===== src/rtl/dpot_i2c_pkg.sv =====
package dpot_i2c_pkg;
  timeunit 1ns; timeprecision 1ps;

  typedef enum logic [2:0] {
    ST_IDLE, ST_RX, ST_ACK, ST_TX, ST_MACK
  } bus_st_e;

  typedef enum logic [1:0] {
    PH_ID, PH_IDX, PH_DATA
  } phase_e;

  localparam logic [4:0] DEV_PREFIX = 5'b01010;
  localparam int         BYTE_W     = 8;
  localparam logic [7:0] IDX_WIPER  = 8'h00;
  localparam logic [7:0] IDX_MODE   = 8'h02;
endpackage


===== src/rtl/dpot_bus_cond.sv =====
module dpot_bus_cond #(
  parameter int SYNC = 2
) (
  input  logic clk,
  input  logic rst_n,
  input  logic scl_i,
  input  logic sda_i,
  output logic scl_rise,
  output logic scl_fall,
  output logic sda_smp,
  output logic start_det,
  output logic stop_det
);
  timeunit 1ns; timeprecision 1ps;

  logic [SYNC-1:0] scl_sh, sda_sh;
  logic            scl_p, sda_p;

  always_ff @(posedge clk or negedge rst_n) begin
    if (!rst_n) begin
      scl_sh <= '1;
      sda_sh <= '1;
      scl_p  <= 1'b1;
      sda_p  <= 1'b1;
    end else begin
      scl_sh <= {scl_sh[SYNC-2:0], scl_i};
      sda_sh <= {sda_sh[SYNC-2:0], sda_i};
      scl_p  <= scl_sh[SYNC-1];
      sda_p  <= sda_sh[SYNC-1];
    end
  end

  assign sda_smp   = sda_sh[SYNC-1];
  assign scl_rise  = scl_sh[SYNC-1] & ~scl_p;
  assign scl_fall  = ~scl_sh[SYNC-1] & scl_p;
  assign start_det = scl_sh[SYNC-1] & scl_p & sda_p & ~sda_sh[SYNC-1];
  assign stop_det  = scl_sh[SYNC-1] & scl_p & ~sda_p & sda_sh[SYNC-1];
endmodule


===== src/rtl/dpot_reg_bank.sv =====
module dpot_reg_bank
  import dpot_i2c_pkg::*;
#(
  parameter int         W   = 7,
  parameter logic [W-1:0] RST = 7'h40
) (
  input  logic         clk,
  input  logic         rst_n,
  input  logic         wr_en,
  input  logic [7:0]   wr_idx,
  input  logic [7:0]   wr_data,
  input  logic [7:0]   rd_idx,
  output logic [7:0]   rd_data,
  input  logic         load_en,
  input  logic [W-1:0] load_val,
  output logic [W-1:0] wiper,
  output logic [W-1:0] shadow,
  output logic         mode_live
);
  timeunit 1ns; timeprecision 1ps;

  localparam int PAD = BYTE_W - W;

  always_ff @(posedge clk or negedge rst_n) begin
    if (!rst_n) begin
      wiper     <= RST;
      shadow    <= RST;
      mode_live <= 1'b0;
    end else if (load_en) begin
      wiper  <= load_val;
      shadow <= load_val;
    end else if (wr_en) begin
      if (wr_idx == IDX_WIPER) begin
        wiper <= wr_data[W-1:0];
        if (!mode_live) shadow <= wr_data[W-1:0];
      end else if (wr_idx == IDX_MODE) begin
        mode_live <= wr_data[BYTE_W-1];
      end
    end
  end

  always_comb begin
    if (rd_idx == IDX_WIPER)     rd_data = {{PAD{1'b0}}, mode_live ? wiper : shadow};
    else if (rd_idx == IDX_MODE) rd_data = {mode_live, {(BYTE_W-1){1'b0}}};
    else                         rd_data = '0;
  end

  AST_WIPER_HOLD: assert property (@(posedge clk) disable iff (!rst_n)
    (!wr_en && !load_en) |=> $stable(wiper));
  AST_MODE_HOLD: assert property (@(posedge clk) disable iff (!rst_n)
    !wr_en |=> $stable(mode_live));
  AST_SHADOW_LIVE: assert property (@(posedge clk) disable iff (!rst_n)
    (mode_live && !load_en) |=> $stable(shadow));
endmodule


===== src/rtl/dpot_i2c_slave.sv =====
module dpot_i2c_slave
  import dpot_i2c_pkg::*;
#(
  parameter int           W    = 7,
  parameter int           SYNC = 2,
  parameter logic [W-1:0] RST  = 7'h40
) (
  input  logic         clk,
  input  logic         rst_n,
  input  logic         scl_i,
  input  logic         sda_i,
  input  logic [1:0]   dev_sel_i,
  input  logic         nv_busy_i,
  input  logic         nv_load_i,
  input  logic [W-1:0] nv_load_val_i,
  output logic         sda_oe_o,
  output logic [W-1:0] wiper_o,
  output logic         store_req_o,
  output logic [W-1:0] store_val_o
);
  timeunit 1ns; timeprecision 1ps;

  logic scl_rise, scl_fall, sda_smp, start_det, stop_det;
  bus_st_e    state;
  phase_e     phase;
  logic [3:0] bitcnt;
  logic [7:0] shreg, reg_idx, rd_data;
  logic       rw, pend, macked, mode_live, id_ok, byte_done, commit;

  dpot_bus_cond #(.SYNC(SYNC)) u_cond (
    .clk(clk), .rst_n(rst_n), .scl_i(scl_i), .sda_i(sda_i),
    .scl_rise(scl_rise), .scl_fall(scl_fall), .sda_smp(sda_smp),
    .start_det(start_det), .stop_det(stop_det)
  );

  assign id_ok     = (shreg[7:3] == DEV_PREFIX) && (shreg[2:1] == dev_sel_i);
  assign byte_done = (state == ST_RX) && scl_fall && (bitcnt == 4'd8);
  assign commit    = byte_done && (phase == PH_DATA) && !nv_busy_i && !start_det && !stop_det;

  dpot_reg_bank #(.W(W), .RST(RST)) u_regs (
    .clk(clk), .rst_n(rst_n), .wr_en(commit), .wr_idx(reg_idx), .wr_data(shreg),
    .rd_idx(reg_idx), .rd_data(rd_data), .load_en(nv_load_i), .load_val(nv_load_val_i),
    .wiper(wiper_o), .shadow(store_val_o), .mode_live(mode_live)
  );

  always_ff @(posedge clk or negedge rst_n) begin
    if (!rst_n) begin
      state <= ST_IDLE; phase <= PH_ID; bitcnt <= '0; shreg <= '0;
      reg_idx <= '0; rw <= 1'b0; pend <= 1'b0; macked <= 1'b0; store_req_o <= 1'b0;
    end else begin
      store_req_o <= 1'b0;
      if (nv_busy_i) begin
        state <= ST_IDLE;
        pend  <= 1'b0;
      end else if (start_det) begin
        state <= ST_RX; phase <= PH_ID; bitcnt <= '0; pend <= 1'b0;
      end else if (stop_det) begin
        store_req_o <= pend;
        pend  <= 1'b0;
        state <= ST_IDLE;
      end else begin
        case (state)
          ST_RX: begin
            if (scl_rise && bitcnt < 4'd8) begin
              shreg  <= {shreg[6:0], sda_smp};
              bitcnt <= bitcnt + 4'd1;
            end else if (byte_done) begin
              state <= ST_ACK;
              case (phase)
                PH_ID:   if (id_ok) rw <= shreg[0]; else state <= ST_IDLE;
                PH_IDX:  reg_idx <= shreg;
                default: if (reg_idx == IDX_WIPER && !mode_live) pend <= 1'b1;
              endcase
            end
          end
          ST_ACK: if (scl_fall) begin
            bitcnt <= '0;
            if (rw) begin
              state <= ST_TX;
              shreg <= rd_data;
            end else begin
              state <= ST_RX;
              phase <= (phase == PH_ID) ? PH_IDX : PH_DATA;
            end
          end
          ST_TX: if (scl_fall) begin
            if (bitcnt == 4'd7) begin
              state <= ST_MACK; bitcnt <= '0;
            end else begin
              bitcnt <= bitcnt + 4'd1;
              shreg  <= {shreg[6:0], 1'b0};
            end
          end
          ST_MACK: begin
            if (scl_rise) macked <= ~sda_smp;
            else if (scl_fall) begin
              if (macked) begin
                state <= ST_TX; shreg <= rd_data;
              end else state <= ST_IDLE;
            end
          end
          default: state <= ST_IDLE;
        endcase
      end
    end
  end

  assign sda_oe_o = (state == ST_ACK) || (state == ST_TX && !shreg[7]);

  AST_BUSY_RELEASE: assert property (@(posedge clk) disable iff (!rst_n)
    nv_busy_i |=> !sda_oe_o);
  AST_STORE_AFTER_STOP: assert property (@(posedge clk) disable iff (!rst_n)
    store_req_o |-> $past(stop_det));
  AST_BAD_ID_NACK: assert property (@(posedge clk) disable iff (!rst_n)
    (byte_done && phase == PH_ID && !id_ok && !nv_busy_i && !start_det && !stop_det)
      |=> !sda_oe_o);
  AST_OE_SCL_LOW: assert property (@(posedge clk) disable iff (!rst_n)
    (!scl_fall && !nv_busy_i && $rose(sda_oe_o)) |-> $past(scl_fall));
endmodule


===== config.mk =====
export PLATFORM = sky130hd
export DESIGN_NAME = dpot_i2c_slave
export DESIGN_NICKNAME = d
export VERILOG_FILES = /design/src/rtl/dpot_i2c_pkg.sv /design/src/rtl/dpot_bus_cond.sv /design/src/rtl/dpot_reg_bank.sv /design/src/rtl/dpot_i2c_slave.sv
export SDC_FILE = /design/constraint.sdc
export NUM_CORES = 1
export LEC_CHECK = 0
export ABC_AREA = 0
export CAP_MARGIN = 20
export CORE_MARGIN = 2
export CORE_UTILIZATION = 47
export DETAILED_ROUTE_END_ITERATION = 8
export HOLD_SLACK_MARGIN = 0.06
export PLACE_DENSITY = 0.74
export SLEW_MARGIN = 20
export SYNTH_ARGS = -nofsm -noshare
export SYNTH_HDL_FRONTEND = slang
export SYNTH_SLANG_ARGS = --single-unit

===== constraint.sdc =====
create_clock -name clk -period 2.4 [get_ports clk]
set_input_delay 0.48 -clock clk [delete_from_list [all_inputs] [get_ports clk]]
set_output_delay 0.48 -clock clk [all_outputs]
set_load 0.02 [all_outputs]

==> results.yml, run 1 <==
run_status:
  status: "finished, final reports clean"
synth:
  ys_top_cells_by_area: "dfrtp_1, dfstp_2, mux2_2, a21oi_1, mux2i_1"
  synth.distinct_cells: 58
  synthFlopType: "dfrtp_1"
  synthArstFlopShare_pct: 100.0
  syn_nets: 279
  ys_seq_elements: 50
  avgSynthCellArea_um2: 10.58
  yosysTopAreaCell: "dfrtp_1"
  synthCells: 262
  yosys_warnings: 0
  synth_edf_count: 0
  ys_seq_area_share_pct: 45.49
  synth_top_area_share_pct: 37.91
  netlist_area_mm2: 0.002773
sta:
  postLayoutSetupSlackWorst_ns: 0.1284
  max_slew.worst_pin.slew_ns: 0.6335
  post-route-min-period_ns: 2.272
  rsz0062_at_grt: "no"
  clock.fmax_ghz: 0.4402
  worst_clock_skew_ns: 0.007881
  hold_viol_final: 0
  finalSetupViolations: 0
  slew_viol_final: 0
  tns_ns: 0
  slew_headroom_pct: 57.77
  period_share_pct: 94.65
floorplan:
  fp.dieArea_mm2: 0.006529
  die_w_um: 80.81
  placeableCoreArea_mm2: 0.005608
  io_pins: 31
  die_h_um: 80.81
  rows: 27
  start_util_pct: 49.44
global_route:
  grt_pass1_wl_um: 10940
  antenna_found_initial: 0
  grt_pass1_vias: 2168
  overflow: 0
  grt_usage_pct: 21.90
  grt_max_degree: 24
worst_setup_path:
  worstSetupStartpoint: "state[0]"
  r2r-start: "state[0]"
  reg2reg_to: "u_regs.mode_live"
  crit_chain: "a21oi_1, clkdlybuf4s50_1"
  crit_fanout: 19
  worstSetupStartpointType: "flip-flop"
  end_kind: "primary output"
  r2r_cells: 4
  cp.arrival_ns: 1.79
  slowest_delay_ns: 0.63
  endpoint: "sda_oe_o"
  r2r_setup_slack_ns: 0.22
  crit_type: "reg -> out"
  worst_ep_required_time_ns: 1.92
  cpMaxStageDelayCell: "clkdlybuf4s50_1"
placed_design:
  port_buffers: 30
  pre_cts_slack_ns: 0.02453
  place.gp.congestion: 0.9354
  post-dp-hpwl_um: 4805
power:
  irDropWorstVdd_v: 0.0002957
  power_density_mw_per_mm2: 573.2
  p_leak_uw: 0.001301
routing:
  wirelength_um: 6668
  vias: 2242
  wl_per_cell_um: 17.88
  ant_nets: 0
  avgViaCountPerCell: 6.011
  drt_iter0_drc: 236
  route.detailed.drc: 0
  dr.pass1.iters: 5
job:
  cap_violations: 0
finish:
  final_net_count: 317
  mostFrequentLayoutCells: "dfrtp_1, clkdlybuf4s50_1, a21oi_1, o21ai_0, mux2_2"
  syn2layout_area_growth_pct: 18.01
  drive_above_1_share_pct: 19.60
  antenna_cells: 0
  layout_commonest_cell: "dfrtp_1"
clock_network:
  clk_pin_slew_worst_paths_ns: 0.09
  h-tree-depth: 2
  clock-sinks: 50
  insertion_delay_ns: 0.31
  cts_setup_buffers: 0
  cts.path.max_buffers: 2
  ctsHoldBuffers: 0
  cts_root_buffer: "clkbuf_8"
  cts_buffers: 5
  cts_resized: 0
  cts_tree: "done"
min_path:
  hp-class: "in -> async"
-- layer usage --
layer / routed length (um) / GRT usage, % / part of all wire, % / vias up
met2: 3091 / 31.65 / 46 / 80
li1: - / - / - / 1064
met3: 366 / 4.111 / 5.5 / 4
met1: 3155 / 32.85 / 47 / 1094
met4: 55 / 7.627 / 0.82 / 0
met5: 0 / 0 / 0 / -
-- cell type report --
cell class	count	area, um2
timing repair buffer	43	392.9
fill	506	2336
multi-input combinational	192	1411
clock buffer	6	72.57
tap	72	90.09
inverter	8	30.03
clock inverter	2	13.76
sequential	50	1261
-- worst max-delay path, delay by kind of cell, from the launching register on --
family / cells / cell delay [ns]
DFF: 1 / 0.59
AOI/OAI and AO/OA: 1 / 0.26
buffers and inverters: 1 / 0.63
-- flip-flops by register name, indices dropped and copies added, names as in the netlist --
register          count
state                 3
macked                1
phase                 2
u_cond.sda_sh         2
store_req_o           1
rw                    1
shreg                 8
bitcnt                4
u_cond.scl_p          1
u_regs.wiper          7
u_regs.shadow         7
pend                  1
reg_idx               8
u_cond.sda_p          1
u_regs.mode_live      1
u_cond.scl_sh         2
-- report_power, final --
part	switching [uW]	internal, uW	leakage, uW
clock	288	206	0.0000452
combinational	194	182	0.000639
sequential	87.7	918	0.000617
-- worst min path at each step --
stage                        to  slack (ns)  depth (start not counted)
2_1_floorplan         bitcnt[0]        0.18                          0
3_3_place_gp   u_cond.scl_sh[1]        0.35                          0
3_5_place_dp   u_cond.scl_sh[1]        0.35                          0
4_1_cts                state[0]        0.13                          1
5_1_grt                state[0]        0.15                          1
6_report               state[0]        0.12                          1
-- cells in the mapped netlist, drive strengths merged, types with 7 or more instances --
| master | n |
|---|---|
| nor3 | 10 |
| nor2 | 7 |
| nor2b | 13 |
| mux2 | 19 |
| o21ai | 19 |
| a31oi | 17 |
| o2bb2ai | 7 |
| a21oi | 24 |
| inv | 8 |
| dfstp | 8 |
| dfrtp | 42 |
| mux2i | 11 |
-- cells by family (layout without fill, tap and decap cells) --
group,after synthesis,count (layout),synth area share [%]
xor+xnor,3,3,0.9478
mux,30,30,11.69
fa+ha+maj,2,2,0.9024
simple gates,76,76,19.00
compound gates,81,81,18.37
flops,50,50,45.49
buf+inv,20,59,3.610
-- per-stage QoR --
step | hold WS [ns] | std cells | cell area [um2] | utilization, % | power, uW
2_1_floorplan | 0.1844 | 262 | 2773 | - | 1226
3_3_place_gp | 0.3459 | 365 | 3186 | 56.81 | 1383
5_1_grt | 0.1516 | 373 | 3272 | 58.34 | 1974
3_5_place_dp | 0.3472 | 365 | 3186 | 56.81 | 1395
4_1_cts | 0.1304 | 373 | 3272 | 58.34 | 1885
6_report | 0.1240 | 373 | 3272 | 58.34 | 1875
(Power assumes the default switching activity.)
==> run 2, diff against run 1 <==
- CAP_MARGIN: 20 -> 5
- CTS_CLUSTER_DIAMETER: not set -> 200
==> results of run 2 <==
No change in the layout: final DEF, timing and power equal those of run 1.
==> run 3, diff against run 2 <==
- CORE_UTILIZATION: 47 -> 56
- PLACE_DENSITY: 0.74 -> 0.84
==> results.yml, run 3 (same netlist as run 1, synthesis figures left out) <==
clock_network:
  cts_tree: "done"
  cts.path.max_buffers: 2
  cts_buffers: 5
  cts_resized: 0
  ctsHoldBuffers: 0
  cts_setup_buffers: 0
  clk_pin_slew_worst_paths_ns: 0.09
  insertion_delay_ns: 0.30
  clock-sinks: 50
  h-tree-depth: 2
  cts_root_buffer: "clkbuf_8"
finish:
  postLayoutCellArea_mm2: 0.003306
  final_net_count: 317
  syn2layout_area_growth_pct: 19.22
  postLayoutCoreUtil_pct: 69.53
  nFillCells: 376
  reg_top3: "reg_idx: 8 flops, shreg: 8 flops"
  mostFrequentLayoutCells: "dfrtp_1, clkdlybuf4s50_1, a21oi_1, o21ai_0, mux2_2"
  antenna_cells: 0
  drive_above_1_share_pct: 20.27
  layout_commonest_cell: "dfrtp_1"
sta:
  slew_viol_final: 0
  worst_clock_skew_ns: 0.005019
  rsz0062_at_grt: "no"
  finalSetupViolations: 0
  slew_headroom_pct: 59.26
  period_share_pct: 95.21
  clock.fmax_ghz: 0.4376
  hold_viol_final: 0
  tns_ns: 0
  post-route-min-period_ns: 2.285
  max_slew.worst_pin.slew_ns: 0.6111
worst_setup_path:
  crit_chain: "nand2b_1, a21oi_1, clkdlybuf4s50_1"
  crit_fanout: 7
  cp.arrival_ns: 1.80
  end_kind: "primary output"
  slowest_delay_ns: 0.63
  worst_ep_required_time_ns: 1.92
  crit_family: "buffers and inverters"
  crit_type: "reg -> out"
  cpMaxStageDelayCell: "clkdlybuf4s50_1"
  worstSetupStartpointType: "flip-flop"
  path_buf_inv: 1
routing:
  wl_per_cell_um: 18.16
  route.detailed.drc: 0
  drt_iter0_drc: 161
  vias: 2251
  avgViaCountPerCell: 6.117
  ant_nets: 0
  dr.pass1.iters: 4
  wl_met3_um: 429
  wirelength_um: 6683
  wl_met2_um: 3201
  highest_layer: "met4"
  drt-met1-wl_um: 2963
floorplan:
  start_util_pct: 58.32
  rows: 25
  die_w_um: 74.37
  placeableCoreArea_mm2: 0.004755
  fp.dieArea_mm2: 0.005530
  die_h_um: 74.37
  io_pins: 31
power:
  p_comb_share_pct: 19.2
  p_int_uw: 1409
  switching_power_uw: 570.6
  power_density_mw_per_mm2: 599.0
  p_sw_share_pct: 28.82
  p_leak_uw: 0.001319
  irDropWorstVdd_v: 0.0003878
  p_seq_share_pct: 50.8
  power.share.clock_pct: 30.0
placed_design:
  port_buffers: 30
  placed_area_mm2: 0.003192
  place.gp.congestion: 0.9073
  post-dp-hpwl_um: 4913
min_path:
  hp-class: "in -> async"
global_route:
  grt_pass1_vias: 2229
  overflow: 0
  grt_pass1_wl_um: 11140
  grt_usage_pct: 26.54
  grt_max_degree: 28
  antenna_found_initial: 0
run_status:
  status: "finished, final reports clean"
job:
  cap_violations: 0
-- run 3: final timing paths --
check                      slack [ns]          endpoint             start  cells after the start
min in group clk                 0.36  u_cond.scl_sh[1]  u_cond.scl_sh[0]                      0
hold reg to reg                  0.36  u_cond.scl_sh[1]  u_cond.scl_sh[0]                      0
setup reg to reg                 0.30          shreg[3]  u_cond.scl_sh[1]                      4
max in group asynchronous        1.64   u_regs.wiper[6]             rst_n                      2
hold / removal                   0.15              pend             rst_n                      1
setup / recovery                 0.12          sda_oe_o          state[1]                      3
-- run 3: cell type report --
type / instances / area (um2) / area share, %
multi-input combinational: 192 / 1411 / 42.69
timing repair buffer: 43 / 405.4 / 12.26
clock inverter: 3 / 43.79 / 1.325
sequential: 50 / 1262 / 38.19
clock buffer: 5 / 68.82 / 2.082
tap: 67 / 83.83 / 2.536
inverter: 8 / 30.03 / 0.9084
-- run 3: power groups by stage --
stage / registers [uW] / logic [uW] / clock network (uW)
finish: 1010 / 379 / 594
global route: 1020 / 414 / 642
CTS: 1000 / 379 / 610
detailed placement: 1020 / 376 / 0
global placement: 1010 / 362 / 0
floorplan: 1020 / 209 / 0
-- run 3: routing by layer --
metal,global-route usage [%],up-vias
met5,0,-
met4,7.341,0
met3,4.878,8
met2,42.08,77
met1,37.64,1100
li1,-,1066
-- run 3: metrics by stage --
stage / power, uW / hold WS [ns] / setup slack (ns) / cells
floorplan: 1226 / 0.1844 / 0.4122 / 262
detailed placement: 1397 / 0.3479 / 0.02163 / 360
global placement: 1376 / 0.3461 / 0.05987 / 360
finish: 1980 / 0.1531 / 0.1150 / 368
global route: 2075 / 0.1906 / 0.01547 / 368
CTS: 1993 / 0.1711 / 0.04577 / 368
